$ cat src/rtl/vld_pkg.sv
package vld_pkg;
  // parcel count of one instruction; zero means "no instruction"
  typedef enum logic [1:0] {
    PLEN_NONE = 2'd0,
    PLEN_ONE  = 2'd1,
    PLEN_TWO  = 2'd2,
    PLEN_THREE = 2'd3
  } plen_e;

  localparam int unsigned MAX_PARCELS = 3;

  function automatic plen_e code_to_plen(input logic [1:0] code);
    case (code)
      2'b00:   return PLEN_ONE;
      2'b11:   return PLEN_THREE;
      default: return PLEN_TWO;
    endcase
  endfunction
endpackage

$ cat src/rtl/vld_parcel_buf.sv
module vld_parcel_buf #(
  parameter int unsigned PW    = 16,
  parameter int unsigned DEPTH = 6,
  parameter int unsigned MAXP  = 3
) (
  input  logic                    clk,
  input  logic                    rst,
  input  logic                    flush,
  input  logic [1:0]              push_n,
  input  logic [PW-1:0]           in_a,
  input  logic [PW-1:0]           in_b,
  input  logic [1:0]              pop_n,
  output logic [MAXP-1:0][PW-1:0] heads,
  output logic [$clog2(DEPTH+1)-1:0] count,
  output logic                    room_two
);
  localparam int unsigned PTRW = $clog2(DEPTH);
  localparam int unsigned CW   = $clog2(DEPTH+1);

  logic [PW-1:0]   mem [DEPTH];
  logic [PTRW-1:0] rd_q, wr_q;
  logic [CW-1:0]   cnt_q;

  function automatic logic [PTRW-1:0] adv(input logic [PTRW-1:0] p, input int unsigned k);
    int unsigned s;
    s = int'(p) + k;
    if (s >= DEPTH) s = s - DEPTH;
    return PTRW'(s);
  endfunction

  assign count    = cnt_q;
  assign room_two = (CW'(DEPTH) - cnt_q) >= CW'(2);

  for (genvar g = 0; g < MAXP; g++) begin : g_head
    assign heads[g] = mem[adv(rd_q, g)];
  end

  always_ff @(posedge clk) begin
    if (!flush && push_n != 2'd0) mem[wr_q] <= in_a;
    if (!flush && push_n == 2'd2) mem[adv(wr_q, 1)] <= in_b;
  end

  always_ff @(posedge clk) begin
    if (rst || flush) begin
      rd_q  <= '0;
      wr_q  <= '0;
      cnt_q <= '0;
    end else begin
      rd_q  <= adv(rd_q, int'(pop_n));
      wr_q  <= adv(wr_q, int'(push_n));
      cnt_q <= cnt_q + CW'(push_n) - CW'(pop_n);
    end
  end

  // a push never exceeds the free space
  p_no_overflow_r9: assert property (@(posedge clk) disable iff (rst)
    !flush |-> (int'(cnt_q) + int'(push_n)) <= int'(DEPTH));
  // a producer only writes when at least two slots are free
  p_stall_when_full_r9: assert property (@(posedge clk) disable iff (rst)
    ((int'(DEPTH) - int'(cnt_q)) < 2) |-> push_n == 2'd0);
  // never pop parcels that are not there
  p_no_underflow_r5: assert property (@(posedge clk) disable iff (rst)
    int'(pop_n) <= int'(cnt_q));
endmodule

$ cat src/rtl/vld_len_decode.sv
module vld_len_decode
  import vld_pkg::*;
#(
  parameter int unsigned PW = 16,
  parameter int unsigned CW = 3
) (
  input  logic [PW-1:0] head0,
  input  logic [CW-1:0] count,
  output plen_e         need,
  output logic          complete
);
  assign need     = code_to_plen(head0[PW-1:PW-2]);
  assign complete = (count != '0) && (count >= CW'(need));
endmodule

$ cat src/rtl/vld_out_stage.sv
module vld_out_stage
  import vld_pkg::*;
#(
  parameter int unsigned PW   = 16,
  parameter int unsigned AW   = 32,
  parameter int unsigned MAXP = 3
) (
  input  logic                    clk,
  input  logic                    rst,
  input  logic                    redir,
  input  logic [AW-1:0]           redir_addr,
  input  logic                    complete,
  input  plen_e                   need,
  input  logic [MAXP-1:0][PW-1:0] heads,
  input  logic                    out_ready,
  output logic [1:0]              pop_n,
  output logic                    out_valid,
  output logic [MAXP*PW-1:0]      out_data,
  output logic [1:0]              out_len,
  output logic [AW-1:0]           out_addr
);
  logic [MAXP*PW-1:0] packed_d;
  logic [AW-1:0]      pc_q;
  logic               load;

  for (genvar g = 0; g < MAXP; g++) begin : g_slot
    assign packed_d[g*PW +: PW] = (g < int'(need)) ? heads[g] : '0;
  end

  assign load  = complete && (!out_valid || out_ready) && !redir;
  assign pop_n = load ? 2'(need) : 2'd0;

  always_ff @(posedge clk) begin
    if (rst) begin
      out_valid <= 1'b0;
      out_data  <= '0;
      out_len   <= 2'd0;
      out_addr  <= '0;
      pc_q      <= '0;
    end else if (redir) begin
      out_valid <= 1'b0;
      pc_q      <= redir_addr;
    end else if (load) begin
      out_valid <= 1'b1;
      out_data  <= packed_d;
      out_len   <= 2'(need);
      out_addr  <= pc_q;
      pc_q      <= pc_q + AW'(need);
    end else if (out_ready) begin
      out_valid <= 1'b0;
    end
  end

  // a stalled instruction holds
  p_hold_r8: assert property (@(posedge clk) disable iff (rst)
    out_valid && !out_ready && !redir |=>
      out_valid && $stable(out_data) && $stable(out_addr) && $stable(out_len));
  // consecutive instructions are contiguous
  p_next_addr_r4: assert property (@(posedge clk) disable iff (rst)
    out_valid && out_ready && !redir |=>
      !out_valid || out_addr == $past(out_addr) + AW'($past(out_len)));
  // a redirect drops the pending instruction
  p_flush_r6: assert property (@(posedge clk) disable iff (rst)
    redir |=> !out_valid);
endmodule

$ cat src/rtl/vl_len_decoder.sv
module vl_len_decoder
  import vld_pkg::*;
#(
  parameter int unsigned PW    = 16,
  parameter int unsigned AW    = 32,
  parameter int unsigned DEPTH = 6
) (
  input  logic                  clk,
  input  logic                  rst,
  input  logic                  fetch_valid,
  input  logic [2*PW-1:0]       fetch_data,
  output logic                  fetch_ready,
  input  logic                  redir_valid,
  input  logic [AW-1:0]         redir_addr,
  output logic                  insn_valid,
  output logic [MAX_PARCELS*PW-1:0] insn_data,
  output logic [1:0]            insn_len,
  output logic [AW-1:0]         insn_addr,
  input  logic                  insn_ready
);
  localparam int unsigned MAXP = MAX_PARCELS;
  localparam int unsigned CW   = $clog2(DEPTH+1);

  logic                    skip_low_q;
  logic                    take;
  logic [1:0]              push_n, pop_n;
  logic [PW-1:0]           in_a, in_b;
  logic [MAXP-1:0][PW-1:0] heads;
  logic [CW-1:0]           count;
  logic                    room_two;
  plen_e                   need;
  logic                    complete;

  assign fetch_ready = room_two;
  assign take   = fetch_valid && room_two && !redir_valid;
  assign push_n = take ? (skip_low_q ? 2'd1 : 2'd2) : 2'd0;
  assign in_a   = skip_low_q ? fetch_data[2*PW-1:PW] : fetch_data[PW-1:0];
  assign in_b   = fetch_data[2*PW-1:PW];

  always_ff @(posedge clk) begin
    if (rst)              skip_low_q <= 1'b0;
    else if (redir_valid) skip_low_q <= redir_addr[0];
    else if (take)        skip_low_q <= 1'b0;
  end

  vld_parcel_buf #(.PW(PW), .DEPTH(DEPTH), .MAXP(MAXP)) buf_i (
    .clk(clk), .rst(rst), .flush(redir_valid),
    .push_n(push_n), .in_a(in_a), .in_b(in_b), .pop_n(pop_n),
    .heads(heads), .count(count), .room_two(room_two)
  );

  vld_len_decode #(.PW(PW), .CW(CW)) len_i (
    .head0(heads[0]), .count(count), .need(need), .complete(complete)
  );

  vld_out_stage #(.PW(PW), .AW(AW), .MAXP(MAXP)) out_i (
    .clk(clk), .rst(rst), .redir(redir_valid), .redir_addr(redir_addr),
    .complete(complete), .need(need), .heads(heads), .out_ready(insn_ready),
    .pop_n(pop_n), .out_valid(insn_valid), .out_data(insn_data),
    .out_len(insn_len), .out_addr(insn_addr)
  );

  // reported length agrees with the header bits of the output
  p_len_code_r2: assert property (@(posedge clk) disable iff (rst)
    insn_valid |-> insn_len == ((insn_data[PW-1:PW-2] == 2'b00) ? 2'd1 :
                                (insn_data[PW-1:PW-2] == 2'b11) ? 2'd3 : 2'd2));
  // unused parcel slots are zero
  p_zero_fill_r3: assert property (@(posedge clk) disable iff (rst)
    insn_valid && insn_len == 2'd1 |-> insn_data[MAXP*PW-1:PW] == '0);
  // idle state straight after reset
  p_reset_idle_r1: assert property (@(posedge clk)
    $past(rst) |-> !insn_valid && fetch_ready);
endmodule

$ cat config.mk
export PLATFORM = sky130hd
export DESIGN_NAME = vl_len_decoder
export DESIGN_NICKNAME = d
export VERILOG_FILES = /design/src/rtl/vld_pkg.sv /design/src/rtl/vld_parcel_buf.sv /design/src/rtl/vld_len_decode.sv /design/src/rtl/vld_out_stage.sv /design/src/rtl/vl_len_decoder.sv
export SDC_FILE = /design/constraint.sdc
export NUM_CORES = 1
export LEC_CHECK = 0
export BUFFER_PORTS_ARGS = -buffer_cell sky130_fd_sc_hd__buf_4
export CORE_MARGIN = 4
export CORE_UTILIZATION = 55
export CTS_BUF_LIST = sky130_fd_sc_hd__clkbuf_4
export CTS_CLUSTER_SIZE = 24
export DETAILED_ROUTE_END_ITERATION = 10
export PLACE_DENSITY = 0.76
export SYNTH_ARGS = -nofsm -noshare
export SYNTH_HDL_FRONTEND = slang
export SYNTH_SLANG_ARGS = --single-unit
$ cat constraint.sdc
create_clock -name clk -period 7.3 [get_ports clk]
set_clock_uncertainty 0.2 [all_clocks]
set_input_delay 1.095 -clock clk [delete_from_list [all_inputs] [get_ports clk]]
set_output_delay 1.095 -clock clk [all_outputs]
set_load 0.02 [all_outputs]
==> results.md <==
- Number of I/O pins: 153
- Pin slew with the least headroom to its limit: between 1 and 1.5 ns
- Die area: 24610 µm²
- Lkg Pwr: 5.352 nW
- CP top delay family: adder cells
- Hold slack final: 0.2541 ns
- Number of nets in the final layout: 1413
- Share of the synthesized area in compound gates (AO/OA/AOI/OAI): between 10% and 20%
- Number of core rows: 54
- Gates resized, CTS repair: 0
- Clock period minus worst slack: 5.819 ns
- Status: complete, no violations
- WL per Instance: 21.62 µm
- Detail Placement HPWL: 23490 µm
- Fraction of synthesized cell area in xor and xnor cells: 2.433%
- Final critical-path share of the clock period: 79.72%
- Total wire length after detailed routing: 35480 µm
- Number of synthesized register bits: 221
- Timing-limited maximum frequency: around 0.17 GHz
- Final standard cell area without fillers: 14260 µm²
- Reg clk slew, reported paths: 0.07 ns
- Core region area: 21820 µm²
- CP max stage delay: 0.90 ns
- Required time at the worst-slack endpoint: 7.68 ns
- Clock Latency Late Sink: around 0.73 ns
- Area leader, netlist: sky130_fd_sc_hd__edfxtp_1
- Number of enable flip-flop cells after synthesis: 96
- Post-route setup slack: 1.481 ns
- Hold Fails Final Rpt: 0
- Number of distinct standard cells referenced by the synthesized netlist: 68
- Detail Route Antenna Nets: 0
- Largest net degree at the start of global routing: 87
- Total negative slack for setup checks: 0 ns
- Post-Synthesis Cells: about 1200
- First-iteration detailed-routing DRC count: 945
- Power density normalized to cell area: 199.3 nW/µm²
- Dominant cells by area after synthesis: sky130_fd_sc_hd__edfxtp_1 24%, sky130_fd_sc_hd__dfxtp_1 21%, sky130_fd_sc_hd__mux2_1 7.5%
- Number of search-and-repair iterations in the first detailed-routing pass: 7
- Category of the worst setup path capture point: register
- Count of yosys warnings during synthesis: 0
- Combined area of all synthesized cells: 12190 µm²
- Post CTS Setup Buffer Count: 0
- Number of vias in the routed layout: between 10000 and 15000
- Synth Area in Adders: 3.079%
- CTS tree: yes
- Number of global-route vias before repair: around 10000
- Num CTS Buffers: 58
- Arrival @ worst endpoint: 6.20 ns
- Ordered list of cells on the worst path: ha_1 -> xor2_1 -> mux4_2 -> mux2_2 -> inv_1 -> ha_1 -> ha_1 -> nor2b_1 -> a221o_1 -> nand3_1 -> nor2_1 -> fa_1 -> inv_1 -> fa_1 -> xor2_1 -> xnor2_1 -> nor2_1
- Rel. slew slack: 20.40%
- Global-route wire length before repair: 55010 µm
- Cell area after placement: 13540 µm²
- Top fanout value on the critical path: 9
- Register area share after synthesis: between 40% and 50%
- Element type at the critical path start: register
- Worst-case clock buffer depth: 3
- Routed via count divided by cell count: 6.262
- Path category of the worst min-delay check: register to register
- Total of buffers placed on input and output ports: around 150
- Critical-path top delay cell: sky130_fd_sc_hd__xor2_1
- Number of slew-limit violations in the final report: 0
- Predominant post-synthesis flop cell: sky130_fd_sc_hd__dfxtp_1
- Count of hold buffers inserted by post-cts repair: 0
- Share of the synthesized area in the top cell type: a little under a quarter
- Portion of netlist area occupied by mux cells: 17.75%
- Reported max-cap violation count: 0
- Starting density of the core: 55.86%
- Clock Sinks: 221
- Antenna violations before repair: 1
- Worst voltage drop across the vdd grid: about 0.15 mV
- Simple-gate share of the synthesized area: 14.63%
- Chip Height: 156.9 µm
- Syn nets: ~1300
- Critical path type: register to register
- Horizontal die dimension: 156.9 µm
- Unrepaired setup endpoints after global routing: no
- Share of cells above drive strength 1: 26.91%
- # DRC: 0
- Setup Viol. Count Final: 0
- Placer's final routability congestion estimate: 0.8491
- Leftover overflow at the end of global routing: 0
- H-tree lvl count: 2
- Filler instances: 1749
- Worst setup slack before clock tree synthesis: about 1.6 ns
- Total design power: around 2.8 mW
- Average cell area after synthesis: 10.42 µm²
- Buffers and inverters on the worst path: 2
- Most Frequent Cell on Critical Path: sky130_fd_sc_hd__ha_1
- CTS Root Buffer Type: sky130_fd_sc_hd__clkbuf_4
- GRT Resource Usage Total: 28.48%
- Fraction of registers with async set or reset after synthesis: 0%
- Layout-stage area growth over the synthesis result: 16.97%
- Combinational family with the most area after synthesis: multiplexers
-- per-layer routing --
layer	vias up	routed length [µm]	global-route usage, %	part of all wire (%)
li1	4687	-	-	-
met1	4923	14530	38.79	41
met2	551	16180	45.01	46
met3	115	3475	5.420	9.8
met4	0	1287	11.61	3.6
met5	-	0	0	0
-- path summary, 6_finish.rpt --
path / start / to / slack [ns] / depth (start not counted)
setup / recovery: buf_i.rd_q[2] / buf_i.count[2] / 1.48 / 17
hold / removal: out_i.out_addr[19] / out_i.out_addr[19] / 0.25 / 2
setup reg to reg: buf_i.rd_q[2] / buf_i.count[2] / 1.48 / 17
hold reg to reg: out_i.out_addr[19] / out_i.out_addr[19] / 0.25 / 2
-- registers in the layout (all words and copies together), names as in the netlist --
register and count:
skip_low_q 1, buf_i.wr_q 3, out_i.out_addr 32, out_i.pc_q 32, out_i.out_valid 1, buf_i.count 3, out_i.out_data 48, buf_i.mem 96
out_i.out_len 2, buf_i.rd_q 3
-- logic make-up after synthesis --
family | Yosys count
simple gates | 362
compound gates | 236
flops | 221
mux | 162
buf+inv | 129
xor+xnor | 33
fa+ha+maj | 27
-- layout make-up --
class                   count  area, µm²  area share [%]
clock buffers              84      630.6           4.423
inverters                  40      150.1           1.053
diodes                      1      2.502         0.01755
well taps                 280      350.3           2.457
multi-input cells         820       6332           44.41
flip-flops and latches    221       5386           37.78
repair buffers            176       1321           9.266
clock inverters            19      85.08          0.5967
-- synthesized netlist by cell type (10+ instances only) --
cell                         n
sky130_fd_sc_hd__a211oi_1   26
sky130_fd_sc_hd__a21bo_1    10
sky130_fd_sc_hd__a21boi_0   16
sky130_fd_sc_hd__a21o_1     17
sky130_fd_sc_hd__a21oi_1    72
sky130_fd_sc_hd__and3_1     20
sky130_fd_sc_hd__buf_2      15
sky130_fd_sc_hd__clkbuf_1   66
sky130_fd_sc_hd__dfxtp_1   125
sky130_fd_sc_hd__edfxtp_1   96
sky130_fd_sc_hd__ha_1       22
sky130_fd_sc_hd__inv_1      38
sky130_fd_sc_hd__mux2_1     81
sky130_fd_sc_hd__mux2_2     32
sky130_fd_sc_hd__mux2i_1    17
sky130_fd_sc_hd__mux4_2     32
sky130_fd_sc_hd__nand2_1   139
sky130_fd_sc_hd__nand3_1    41
sky130_fd_sc_hd__nand4_1    25
sky130_fd_sc_hd__nor2_1     53
sky130_fd_sc_hd__nor3_1     13
sky130_fd_sc_hd__nor4_1     30
sky130_fd_sc_hd__o211ai_1   16
sky130_fd_sc_hd__o21ai_0    26
sky130_fd_sc_hd__o32a_1     14
sky130_fd_sc_hd__xnor2_1    27
-- layout by cell type (no fill, tap or decap), types with 6 or more instances in the layout --
| cell type | netlist | routed |
|---|---|---|
| sky130_fd_sc_hd__a21bo_1 | 10 | 10 |
| sky130_fd_sc_hd__xnor2_1 | 27 | 27 |
| sky130_fd_sc_hd__edfxtp_1 | 96 | 96 |
| sky130_fd_sc_hd__a21boi_0 | 16 | 16 |
| sky130_fd_sc_hd__o21ai_0 | 26 | 26 |
| sky130_fd_sc_hd__mux4_2 | 32 | 32 |
| sky130_fd_sc_hd__mux2_1 | 81 | 81 |
| sky130_fd_sc_hd__or3_1 | 6 | 6 |
| sky130_fd_sc_hd__nor4_1 | 30 | 30 |
| sky130_fd_sc_hd__dfxtp_1 | 125 | 124 |
| sky130_fd_sc_hd__and2_1 | 7 | 7 |
| sky130_fd_sc_hd__nor3_1 | 13 | 12 |
| sky130_fd_sc_hd__nand4_1 | 25 | 25 |
| sky130_fd_sc_hd__nand2_1 | 139 | 139 |
| sky130_fd_sc_hd__o32a_1 | 14 | 14 |
| sky130_fd_sc_hd__a311oi_1 | 7 | 7 |
| sky130_fd_sc_hd__buf_4 | 3 | 176 |
| sky130_fd_sc_hd__a211oi_1 | 26 | 26 |
| sky130_fd_sc_hd__clkinv_1 | 0 | 12 |
| sky130_fd_sc_hd__inv_1 | 38 | 38 |
| sky130_fd_sc_hd__nor2_1 | 53 | 48 |
| sky130_fd_sc_hd__a21oi_1 | 72 | 72 |
| sky130_fd_sc_hd__mux2_2 | 32 | 32 |
| sky130_fd_sc_hd__mux2i_1 | 17 | 17 |
| sky130_fd_sc_hd__o211ai_1 | 16 | 16 |
| sky130_fd_sc_hd__and3_1 | 20 | 20 |
| sky130_fd_sc_hd__clkbuf_4 | 0 | 84 |
| sky130_fd_sc_hd__ha_1 | 22 | 22 |
| sky130_fd_sc_hd__a21o_1 | 17 | 17 |
| sky130_fd_sc_hd__nand3_1 | 41 | 40 |
-- where the power goes --
part	internal, mW	switching [mW]	total (mW)	leakage, nW
logic	0.167	0.237	0.404	3.03
registers	1.34	0.0439	1.38	1.89
clock network	0.529	0.524	1.05	0.429
total	2.04	0.805	2.84	5.35
-- stage by stage --
stage               util, %  instances
CTS                   65.33       1640
detailed placement    62.05       1537
global placement      62.05       1537
finish                65.34       1641
floorplan                 -       1170
global route          65.34       1641
-- worst min-delay path, delay by kind of cell (launching register included) --
kind | cells | cell delay, ns
AND/OR/NAND/NOR | 1 | 0.05
flip-flops | 1 | 0.31
AO/OA/AOI/OAI | 1 | 0.05
(Power assumes the default switching activity.)
